### src/rtl/bmr_pkg.sv
package bmr_pkg;
  localparam int NUM_CH    = 2;
  localparam int CH_W      = 1;
  localparam int OFF_W     = 3;
  localparam int ADDR_W    = OFF_W + CH_W;
  localparam int DATA_W    = 32;
  localparam int PTR_BYTES = 4;
  localparam int PTR_W     = PTR_BYTES * 8;
  localparam int VIEW_W    = (1 << OFF_W) * 8;
  localparam int LANES     = DATA_W / 8;

  localparam int OFF_CMD  = 0;
  localparam int OFF_STAT = 2;
  localparam int OFF_PTR  = 4;

  localparam int CMD_RUN = 0;
  localparam int CMD_DIR = 3;
  localparam int ST_ACT  = 0;
  localparam int ST_ERR  = 1;
  localparam int ST_IRQ  = 2;
  localparam int ST_CAP  = 5;

  typedef enum logic [1:0] {
    SZ_BYTE  = 2'd0,
    SZ_WORD  = 2'd1,
    SZ_DWORD = 2'd2,
    SZ_RSVD  = 2'd3
  } accSize_e;

  typedef struct packed {
    logic [CH_W-1:0]                ch;
    logic                           cmdWr;
    logic                           statWr;
    logic [PTR_BYTES-1:0]           ptrWr;
    logic [PTR_BYTES-1:0][1:0]      ptrSrc;
    logic                           rdEn;
    logic [OFF_W-1:0]               off;
    logic [LANES-1:0]               laneMask;
  } strobes_t;
endpackage

### src/rtl/bmr_ctrl.sv
module bmr_ctrl
  import bmr_pkg::*;
(
  input  logic [ADDR_W-1:0] ioAddr,
  input  logic [1:0]        ioSize,
  input  logic              ioWr,
  input  logic              ioRd,
  output strobes_t          stb
);
  logic [OFF_W-1:0] off;
  logic             sizeOk;
  logic [2:0]       nBytes;
  logic [OFF_W:0]   endOff;

  assign off    = ioAddr[OFF_W-1:0];
  assign sizeOk = (accSize_e'(ioSize) != SZ_RSVD);

  always_comb begin
    case (accSize_e'(ioSize))
      SZ_BYTE:  nBytes = 3'd1;
      SZ_WORD:  nBytes = 3'd2;
      SZ_DWORD: nBytes = 3'd4;
      default:  nBytes = 3'd0;
    endcase
  end

  assign endOff = {1'b0, off} + {1'b0, nBytes};

  always_comb begin
    logic [OFF_W:0] pos;
    stb          = '0;
    stb.ch       = ioAddr[OFF_W +: CH_W];
    stb.off      = off;
    stb.rdEn     = ioRd;
    stb.cmdWr    = ioWr && sizeOk && (off == OFF_W'(OFF_CMD));
    stb.statWr   = ioWr && (accSize_e'(ioSize) == SZ_BYTE) && (off == OFF_W'(OFF_STAT));
    for (int b = 0; b < LANES; b++) begin
      stb.laneMask[b] = sizeOk && (b < int'(nBytes));
    end
    for (int k = 0; k < PTR_BYTES; k++) begin
      pos            = (OFF_W+1)'(OFF_PTR + k);
      stb.ptrWr[k]   = ioWr && sizeOk && ({1'b0, off} <= pos) && (pos < endOff);
      stb.ptrSrc[k]  = 2'(pos - {1'b0, off});
    end
  end
endmodule

### src/rtl/bmr_datapath.sv
module bmr_datapath
  import bmr_pkg::*;
#(
  parameter int CHANNELS = NUM_CH
) (
  input  logic                       clk,
  input  logic                       rstN,
  input  strobes_t                   stb,
  input  logic [DATA_W-1:0]          wrData,
  input  logic [CHANNELS-1:0]        engDone,
  input  logic [CHANNELS-1:0]        engErr,
  input  logic [CHANNELS-1:0]        engIrq,
  output logic [CHANNELS-1:0]        engStart,
  output logic [CHANNELS-1:0]        engDir,
  output logic [CHANNELS*PTR_W-1:0]  engTablePtr,
  output logic [DATA_W-1:0]          rdData
);
  logic [CHANNELS-1:0][VIEW_W-1:0] view;

  for (genvar c = 0; c < CHANNELS; c++) begin : g_ch
    logic             run, dir, act, err, irq;
    logic [1:0]       cap;
    logic [PTR_W-1:0] ptr;
    logic             hit;
    logic [7:0]       cmdByte, statByte;

    assign hit = (stb.ch == CH_W'(c));

    always_ff @(posedge clk or negedge rstN) begin
      if (!rstN) begin
        run <= 1'b0;
        dir <= 1'b0;
        act <= 1'b0;
        err <= 1'b0;
        irq <= 1'b0;
        cap <= 2'b00;
        ptr <= '0;
      end else begin
        if (hit && stb.cmdWr) begin
          run <= wrData[CMD_RUN];
          dir <= wrData[CMD_DIR];
        end
        if (hit && stb.cmdWr && wrData[CMD_RUN] && !run) act <= 1'b1;
        else if (hit && stb.cmdWr && !wrData[CMD_RUN])  act <= 1'b0;
        else if (engDone[c])                            act <= 1'b0;

        if (engErr[c])                                  err <= 1'b1;
        else if (hit && stb.statWr && wrData[ST_ERR])   err <= 1'b0;

        if (engDone[c] || engIrq[c])                    irq <= 1'b1;
        else if (hit && stb.statWr && wrData[ST_IRQ])   irq <= 1'b0;

        if (hit && stb.statWr) cap <= wrData[ST_CAP +: 2];

        for (int k = 0; k < PTR_BYTES; k++) begin
          if (hit && stb.ptrWr[k]) ptr[8*k +: 8] <= wrData[8*stb.ptrSrc[k] +: 8];
        end
      end
    end

    always_comb begin
      cmdByte          = '0;
      cmdByte[CMD_RUN] = run;
      cmdByte[CMD_DIR] = dir;
      statByte                = '0;
      statByte[ST_ACT]        = act;
      statByte[ST_ERR]        = err;
      statByte[ST_IRQ]        = irq;
      statByte[ST_CAP +: 2]   = cap;
    end

    assign view[c] = {ptr, 8'h00, statByte, 8'h00, cmdByte};
    assign engStart[c] = run;
    assign engDir[c]   = dir;
    assign engTablePtr[c*PTR_W +: PTR_W] = ptr;
  end

  logic [VIEW_W-1:0] selView;
  logic [DATA_W-1:0] rdNext;

  assign selView = view[stb.ch];

  always_comb begin
    rdNext = '0;
    for (int b = 0; b < LANES; b++) begin
      if (stb.laneMask[b] && (int'(stb.off) + b) < (1 << OFF_W))
        rdNext[8*b +: 8] = selView[8*(int'(stb.off) + b) +: 8];
    end
  end

  always_ff @(posedge clk or negedge rstN) begin
    if (!rstN)         rdData <= '0;
    else if (stb.rdEn) rdData <= rdNext;
  end
endmodule

### src/rtl/busmaster_regs.sv
module busmaster_regs
  import bmr_pkg::*;
(
  input  logic                     clk,
  input  logic                     rstN,
  input  logic [ADDR_W-1:0]        ioAddr,
  input  logic [1:0]               ioSize,
  input  logic                     ioWr,
  input  logic                     ioRd,
  input  logic [DATA_W-1:0]        ioWrData,
  output logic [DATA_W-1:0]        ioRdData,
  output logic [NUM_CH-1:0]        engStart,
  output logic [NUM_CH-1:0]        engDir,
  output logic [NUM_CH*PTR_W-1:0]  engTablePtr,
  input  logic [NUM_CH-1:0]        engDone,
  input  logic [NUM_CH-1:0]        engErr,
  input  logic [NUM_CH-1:0]        engIrq
);
  strobes_t stb;

  bmr_ctrl u_ctrl (
    .ioAddr (ioAddr),
    .ioSize (ioSize),
    .ioWr   (ioWr),
    .ioRd   (ioRd),
    .stb    (stb)
  );

  bmr_datapath #(.CHANNELS(NUM_CH)) u_dp (
    .clk         (clk),
    .rstN        (rstN),
    .stb         (stb),
    .wrData      (ioWrData),
    .engDone     (engDone),
    .engErr      (engErr),
    .engIrq      (engIrq),
    .engStart    (engStart),
    .engDir      (engDir),
    .engTablePtr (engTablePtr),
    .rdData      (ioRdData)
  );
endmodule

### config.mk
export PLATFORM = sky130hd
export DESIGN_NAME = busmaster_regs
export DESIGN_NICKNAME = d
export VERILOG_FILES = /design/src/rtl/bmr_pkg.sv /design/src/rtl/bmr_ctrl.sv /design/src/rtl/bmr_datapath.sv /design/src/rtl/busmaster_regs.sv
export SDC_FILE = /design/constraint.sdc
export NUM_CORES = 1
export LEC_CHECK = 0
export ABC_AREA = 1
export BUFFER_PORTS_ARGS = -buffer_cell sky130_fd_sc_hd__buf_2
export CAP_MARGIN = 30
export CORE_ASPECT_RATIO = 1.25
export CORE_MARGIN = 5
export CORE_UTILIZATION = 40
export DETAILED_ROUTE_END_ITERATION = 8
export PLACE_DENSITY = 0.63
export SLEW_MARGIN = 20
export SYNTH_ARGS = -nofsm -noshare
export SYNTH_HDL_FRONTEND = slang
export SYNTH_SLANG_ARGS = --single-unit
### constraint.sdc
create_clock -name clk -period 1.1 [get_ports clk]
set_input_delay 0.11 -clock clk [delete_from_list [all_inputs] [get_ports clk]]
set_output_delay 0.11 -clock clk [all_outputs]
set_load 0.01 [all_outputs]
Word level (Yosys, flattened, before mapping)
Index checks and enable logic that the tools add are counted.
{"block": "classes", "addsub": 8, "n_mul": 0, "div": 0, "order_cmp": 16, "eq_ne": 4, "n_shift": 8, "mux": 21, "n_bitwise": 1, "n_reduce_logical": 54}
{"cell": "64-bit by 32-bit variable part select with 8-bit output", "n": 3}
{"cell": "64-bit 2-to-1 mux", "n": 2}
{"cell": "32-bit by 6-bit variable part select with 8-bit output", "n": 4}
{"cell": "32-bit by 5-bit < comparator with 1-bit output (second input constant)", "n": 3}
{"cell": "64-bit by 7-bit variable part select with 8-bit output", "n": 1}
{"cell": "1-bit logical AND", "n": 41}
{"cell": "8-bit 2-to-1 mux", "n": 4}
{"cell": "3-bit by 4-bit < comparator with 1-bit output (first input constant)", "n": 4}
{"cell": "1-bit 2-to-1 mux", "n": 14}
{"cell": "3-bit <= comparator (second input constant)", "n": 3}
{"cell": "3-bit case mux with 3 select lines", "n": 1}
{"cell": "3-bit by 2-bit adder with 4-bit output (second input constant)", "n": 2}
{"cell": "2-bit nonzero test", "n": 4}
{"cell": "1-bit by 3-bit < comparator with 1-bit output (first input constant)", "n": 2}
{"cell": "2-bit by 3-bit < comparator with 1-bit output (first input constant)", "n": 2}
{"cell": "3-bit nonzero test", "n": 2}
{"cell": "3-bit by 1-bit adder with 4-bit output (second input constant)", "n": 1}
{"cell": "3-bit by 3-bit adder with 4-bit output", "n": 1}
{"cell": "3-bit by 4-bit < comparator with 1-bit output (second input constant)", "n": 1}
{"cell": "1-bit by 2-bit subtractor with 2-bit output (first input constant)", "n": 2}
{"cell": "2-bit subtractor (first input constant)", "n": 2}
{"cell": "3-bit by 2-bit equality test with 1-bit output (second input constant)", "n": 1}
{"cell": "1-bit logical NOT", "n": 3}
{"cell": "3-bit logical NOT", "n": 1}
{"cell": "7 further kinds", "n": 8}
{"block": "word_totals", "ff_bits": 110, "latch_bits": 0, "ram_bits": 0, "rom_bits": 0, "input_bits": 48, "elab_cells": 133, "mem_count": 0}

Logic depth before layout (Yosys ltp)
{"block": "logic_depth", "depth_word": 7, "mapped_depth": 11, "ltp_nobuf": 10}

Hierarchy
A second synthesis with hierarchy kept.
{"block": "unflattened", "hier_cells": 1018, "area_unflattened_um2": 6961.7}
{"mod": "bmr_datapath", "n_inst": 1, "cells_per_inst": 952, "area_per_inst_um2": 6545.0, "seq_area_each_um2": 2752.6}
{"mod": "bmr_ctrl", "n_inst": 1, "cells_per_inst": 66, "area_per_inst_um2": 416.6, "seq_area_each_um2": 0.0}

Least setup slack after synthesis
Ideal clock, no wire load.
{"block": "synth_path", "path_kind": "input-to-reg", "startpoint": "input ioAddr[0]", "endpoint": "register u_dp.g_ch[0].ptr[1]", "setup_time_ns": 0.066, "arrival_ns": 1.844, "required_time_ns": 1.034, "path_slack_ns": -0.809, "cell_stages": 11, "path_buffers": 4, "cell_sequence": "inv_1 > buf_2 > clkbuf_1 > ha_1 > clkbuf_1 > inv_1 > buf_1 > nand2_1 > o21ai_0 > nand4_1 > nand2_1"}
{"block": "synth_between", "elab_chain_len": 4, "elab_cells_between_ends": 8, "cone_classes": "add/sub: 2; order compare: 2; shift: 1; reduce/logical: 3"}
{"item": "start, declared", "line_no": "busmaster_regs.sv:6", "source": "input logic [ADDR_W-1:0] ioAddr,"}
{"item": "3-bit by 3-bit adder with 4-bit output or 3-bit <= comparator (tied branches)", "line_no": "bmr_ctrl.sv:27, bmr_ctrl.sv:42"}
{"item": "3-bit by 4-bit < comparator with 1-bit output or 1-bit logical AND (tied branches)", "line_no": "bmr_ctrl.sv:42", "source": "stb.ptrWr[k] = ioWr && sizeOk && ({1'b0, off} <= pos) && (pos < endOff);"}
{"item": "1-bit logical AND", "line_no": "bmr_ctrl.sv:42"}
{"item": "1-bit logical AND", "line_no": "bmr_datapath.sv:56", "source": "if (hit && stb.ptrWr[k]) ptr[8*k +: 8] <= wrData[8*stb.ptrSrc[k] +: 8];"}
{"item": "end signal, assigned by index", "line_no": "bmr_datapath.sv:56"}
{"item": "end, declared", "line_no": "bmr_datapath.sv:23", "source": "logic [PTR_W-1:0] ptr;"}
Several ways; a longest one is shown, not always the timed one.
A chain may end at the register's enable or synchronous reset.

Worst setup path in the final report
{"block": "layout_path", "startpoint": "input ioSize[1]", "endpoint": "register u_dp.g_ch[0].ptr[19]"}
{"block": "layout_between", "elab_chain_len": 6, "elab_cells_between_ends": 11, "cone_classes": "add/sub: 1; order compare: 1; eq/ne: 3; mux: 1; reduce/logical: 5"}
{"item": "start, declared", "line_no": "busmaster_regs.sv:7", "source": "input logic [1:0] ioSize,"}
{"item": "2-bit equality test (tied with other cells)", "line_no": "bmr_ctrl.sv:19", "source": "case (accSize_e'(ioSize))"}
{"item": "3-bit case mux with 3 select lines", "line_no": "bmr_ctrl.sv:19"}
{"item": "3-bit by 3-bit adder with 4-bit output", "line_no": "bmr_ctrl.sv:27", "source": "assign endOff = {1'b0, off} + {1'b0, nBytes};"}
{"item": "3-bit by 4-bit < comparator with 1-bit output", "line_no": "bmr_ctrl.sv:42"}
{"item": "1-bit logical AND (*)", "line_no": "bmr_ctrl.sv:42"}
{"item": "1-bit logical AND (*)", "line_no": "bmr_datapath.sv:56"}
Every way passes the cells marked *; elsewhere a longest branch is shown, timed or not.

==> results.cfg <==
[synth]
ys_seq_area_frac = 0.395
syn_area_um2 = 6970
synth_simple_gate_area_frac = 0.423
synth_ff_type = dfrtp_1
synthAdderAreaFrac = 0.0208
synth-edff-count = 0
ys_types = 30
muxShareOfSynthArea = 0
async_flop_share = 1.00
synth_top_family_by_area = simple AND/OR/NAND/NOR gates
synth_xor_area_frac = 0.00126
synth-seq-cells = 110
synth_fp_nets = 1107
avgSynthCellArea_um2 = 6.65
yosys_warnings = 0
syn-instance-count = 1048
synth_compound_area_frac = 0.0838

[outcome]
violations = setup timing
status = finished with violations

[placed_design]
gp_congestion = 0.988
numPortBuffers = 147
dp_hpwl_um = 21500

[detailed_routing]
wirelength_um = 30900
vias = 8745
dr.first_iter.drc_count = 804
via_per_inst = 5.45
drt_pre_antenna_iters = 6
antenna_left = 0
drc = 0
post_drt_wl_per_cell_um = 19.3

[timing]
fin_ws_ps = -464
period_minus_slack_ps = 1560
setup_violations = 157
timing.final.crit_share = 1.42
fmax_ghz = 0.639
final-hold-violation-count = 0
slew_headroom = 0.685
final_max_slew_viol_count = 0
tns_ps = -28510
max_slew.worst_pin.slew_ps = 468
rsz0062_at_grt = true
fin_skew_ps = 14.5

[critical_path]
rr_endpoint = u_dp.rdData[17]
crit_type = input pin to register
cp-start-kind = input pin
reg2reg_from = u_dp.g_ch[0].ptr[1]
crit_fanout = 8
startpoint = ioSize[1]
endpoint = u_dp.g_ch[0].ptr[19]
critical_path_required_ps = 1350
r2r_slack_ps = -170
reg2regPathDepth = 10
cp_data_arrival_time_ps = 1810
cp-end-kind = register

[global_route]
grt_usage = 0.280
grt_pass1_vias = 8130
grt_pass1_wl_um = 43900
antenna_found_initial = 0
overflow = 0
grt_start_max_net_pins = 51

[hold_path]
hold_class = input pin to async pin

[job]
drv_cap = 0

[die]
dieHeight_um = 158
coreArea_um2 = 17300
ioPinCount = 148
die_w_um = 128
start_util = 0.403
rows = 54
die_area_um2 = 20200

[power_and_ir_drop]
finalPower_mw = 20.3
peakVddDrop_uv = 830
p_seq_frac = 0.296
power_frac_clock = 0.156
switchingPower_mw = 7.90
power_leakage_nw = 6.11
combPwrFrac = 0.548
p_per_area_nw_per_um2 = 1720
swShare = 0.388
internal-power_mw = 12.4

[final_layout]
layout_common_cells = 363 x nand2_1, 149 x buf_6, 122 x buf_4
mostFrequentLayoutCell = nand2_1
diodes = 0
areaGrowthSynthToFinish_pct = 69.9
nets = 1434
drive_above_1_share = 0.469
fill_cells = 1372

[clocking]
clockBufferDepth = 2
clkTransAtPathRegs_ps = 70
clock-sinks = 110
htree_levels = 3
cts_tree = built
cts_root_buf = clkbuf_16
clock_latency_ps = 360
cts_made_buffers = 9
layout make-up:
cell class	instances	area [um^2]	share of cell area
clock inverter	5	42.5	0.00359
tap	224	280	0.0237
sequential	110	2750	0.233
multi-input combinational	817	4810	0.406
timing repair buffer	373	3430	0.290
clock buffer	11	233	0.0197
inverter	64	289	0.0244
logic make-up (layout without fill, tap and decap cells):
family	Yosys count	after routing
adder cells (fa/ha/maj)	11	11
flip-flops	110	110
AND/OR/NAND/NOR	691	693
AO/OA/AOI/OAI	112	112
buffers and inverters	123	453
XOR/XNOR	1	1
cells in the mapped netlist (7+ instances only):
| cell | instances | share of area |
|---|---|---|
| o21ai_0 | 88 | 0.063 |
| dfrtp_1 | 110 | 0.39 |
| nand3_1 | 92 | 0.066 |
| nand2_1 | 497 | 0.27 |
| clkbuf_1 | 15 | 0.0081 |
| nor2_1 | 27 | 0.015 |
| inv_1 | 57 | 0.031 |
| ha_1 | 10 | 0.018 |
| buf_4 | 7 | 0.0075 |
| buf_2 | 33 | 0.024 |
| a21oi_1 | 15 | 0.011 |
| nand4_1 | 64 | 0.057 |
critical path, stage by stage:
cell	delay, ps
buf_12	90
inv_12	30
ha_4	160
ha_4	160
fa_2	590
nand2_2	80
o21ai_4	140
buf_12	140
nand3_4	140
nand2_2	110
nand2_2	40
sequential cells by signal, indices dropped and copies added, names as in the netlist:
register / cells
u_dp.g_ch.ptr: 64
u_dp.rdData: 32
u_dp.g_ch.cap: 4
u_dp.g_ch.act: 2
u_dp.g_ch.dir: 2
u_dp.g_ch.err: 2
u_dp.g_ch.irq: 2
u_dp.g_ch.run: 2
power by group through the flow:
stage               clock (mW)  sequential (mW)  combinational [mW]
finish                    3.18             6.02                11.1
global placement             0             5.78                7.04
CTS                       3.16             5.89                9.45
floorplan                    0             6.19                2.69
detailed placement           0             5.79                7.11
global route              3.34             6.08                11.8
worst min-delay path by stage:
stage / from / endpoint / slack (ps) / depth (start not counted)
after global placement: rstN / u_dp.g_ch[1].err / -20 / 1
after floorplan: rstN / u_dp.g_ch[0].act / -190 / 0
after global routing: rstN / u_dp.g_ch[0].err / 160 / 2
final: rstN / u_dp.g_ch[0].err / 140 / 2
after CTS: ioWrData[3] / u_dp.g_ch[0].dir / 120 / 3
after detailed placement: rstN / u_dp.g_ch[0].err / -20 / 1
what timing repair did:
item / 4_1_cts / 5_1_grt
endpoints found under the setup margin: 168 / 164
endpoints found under the hold margin: 116 / 0
setup buffers: 15 / 39
hold buffers: 7 / 0
gates cloned: 4 / 1
pin swaps: 78 / 85
gates resized for setup: 259 / 187
per-stage QoR:
stage | area (um^2) | std cells | utilization | setup WS [ps] | hold WS [ps]
floorplan | 7290 | 1048 | - | -650 | -186
global placement | 9330 | 1529 | 0.539 | -936 | -19.6
detailed placement | 9330 | 1529 | 0.539 | -1010 | -21.2
CTS | 10900 | 1569 | 0.632 | -437 | 124
global route | 11800 | 1604 | 0.685 | -545 | 157
finish | 11800 | 1604 | 0.685 | -464 | 140
routing by layer:
layer  routed length [um]  up-vias  global-route usage
met1                12000     4152               0.348
met5                    0        -                   0
met2                15500      419               0.499
met3                 1940      107              0.0375
met4                 1510        0              0.0981
li1                     -     4067                   -
(Power assumes the default switching activity.)
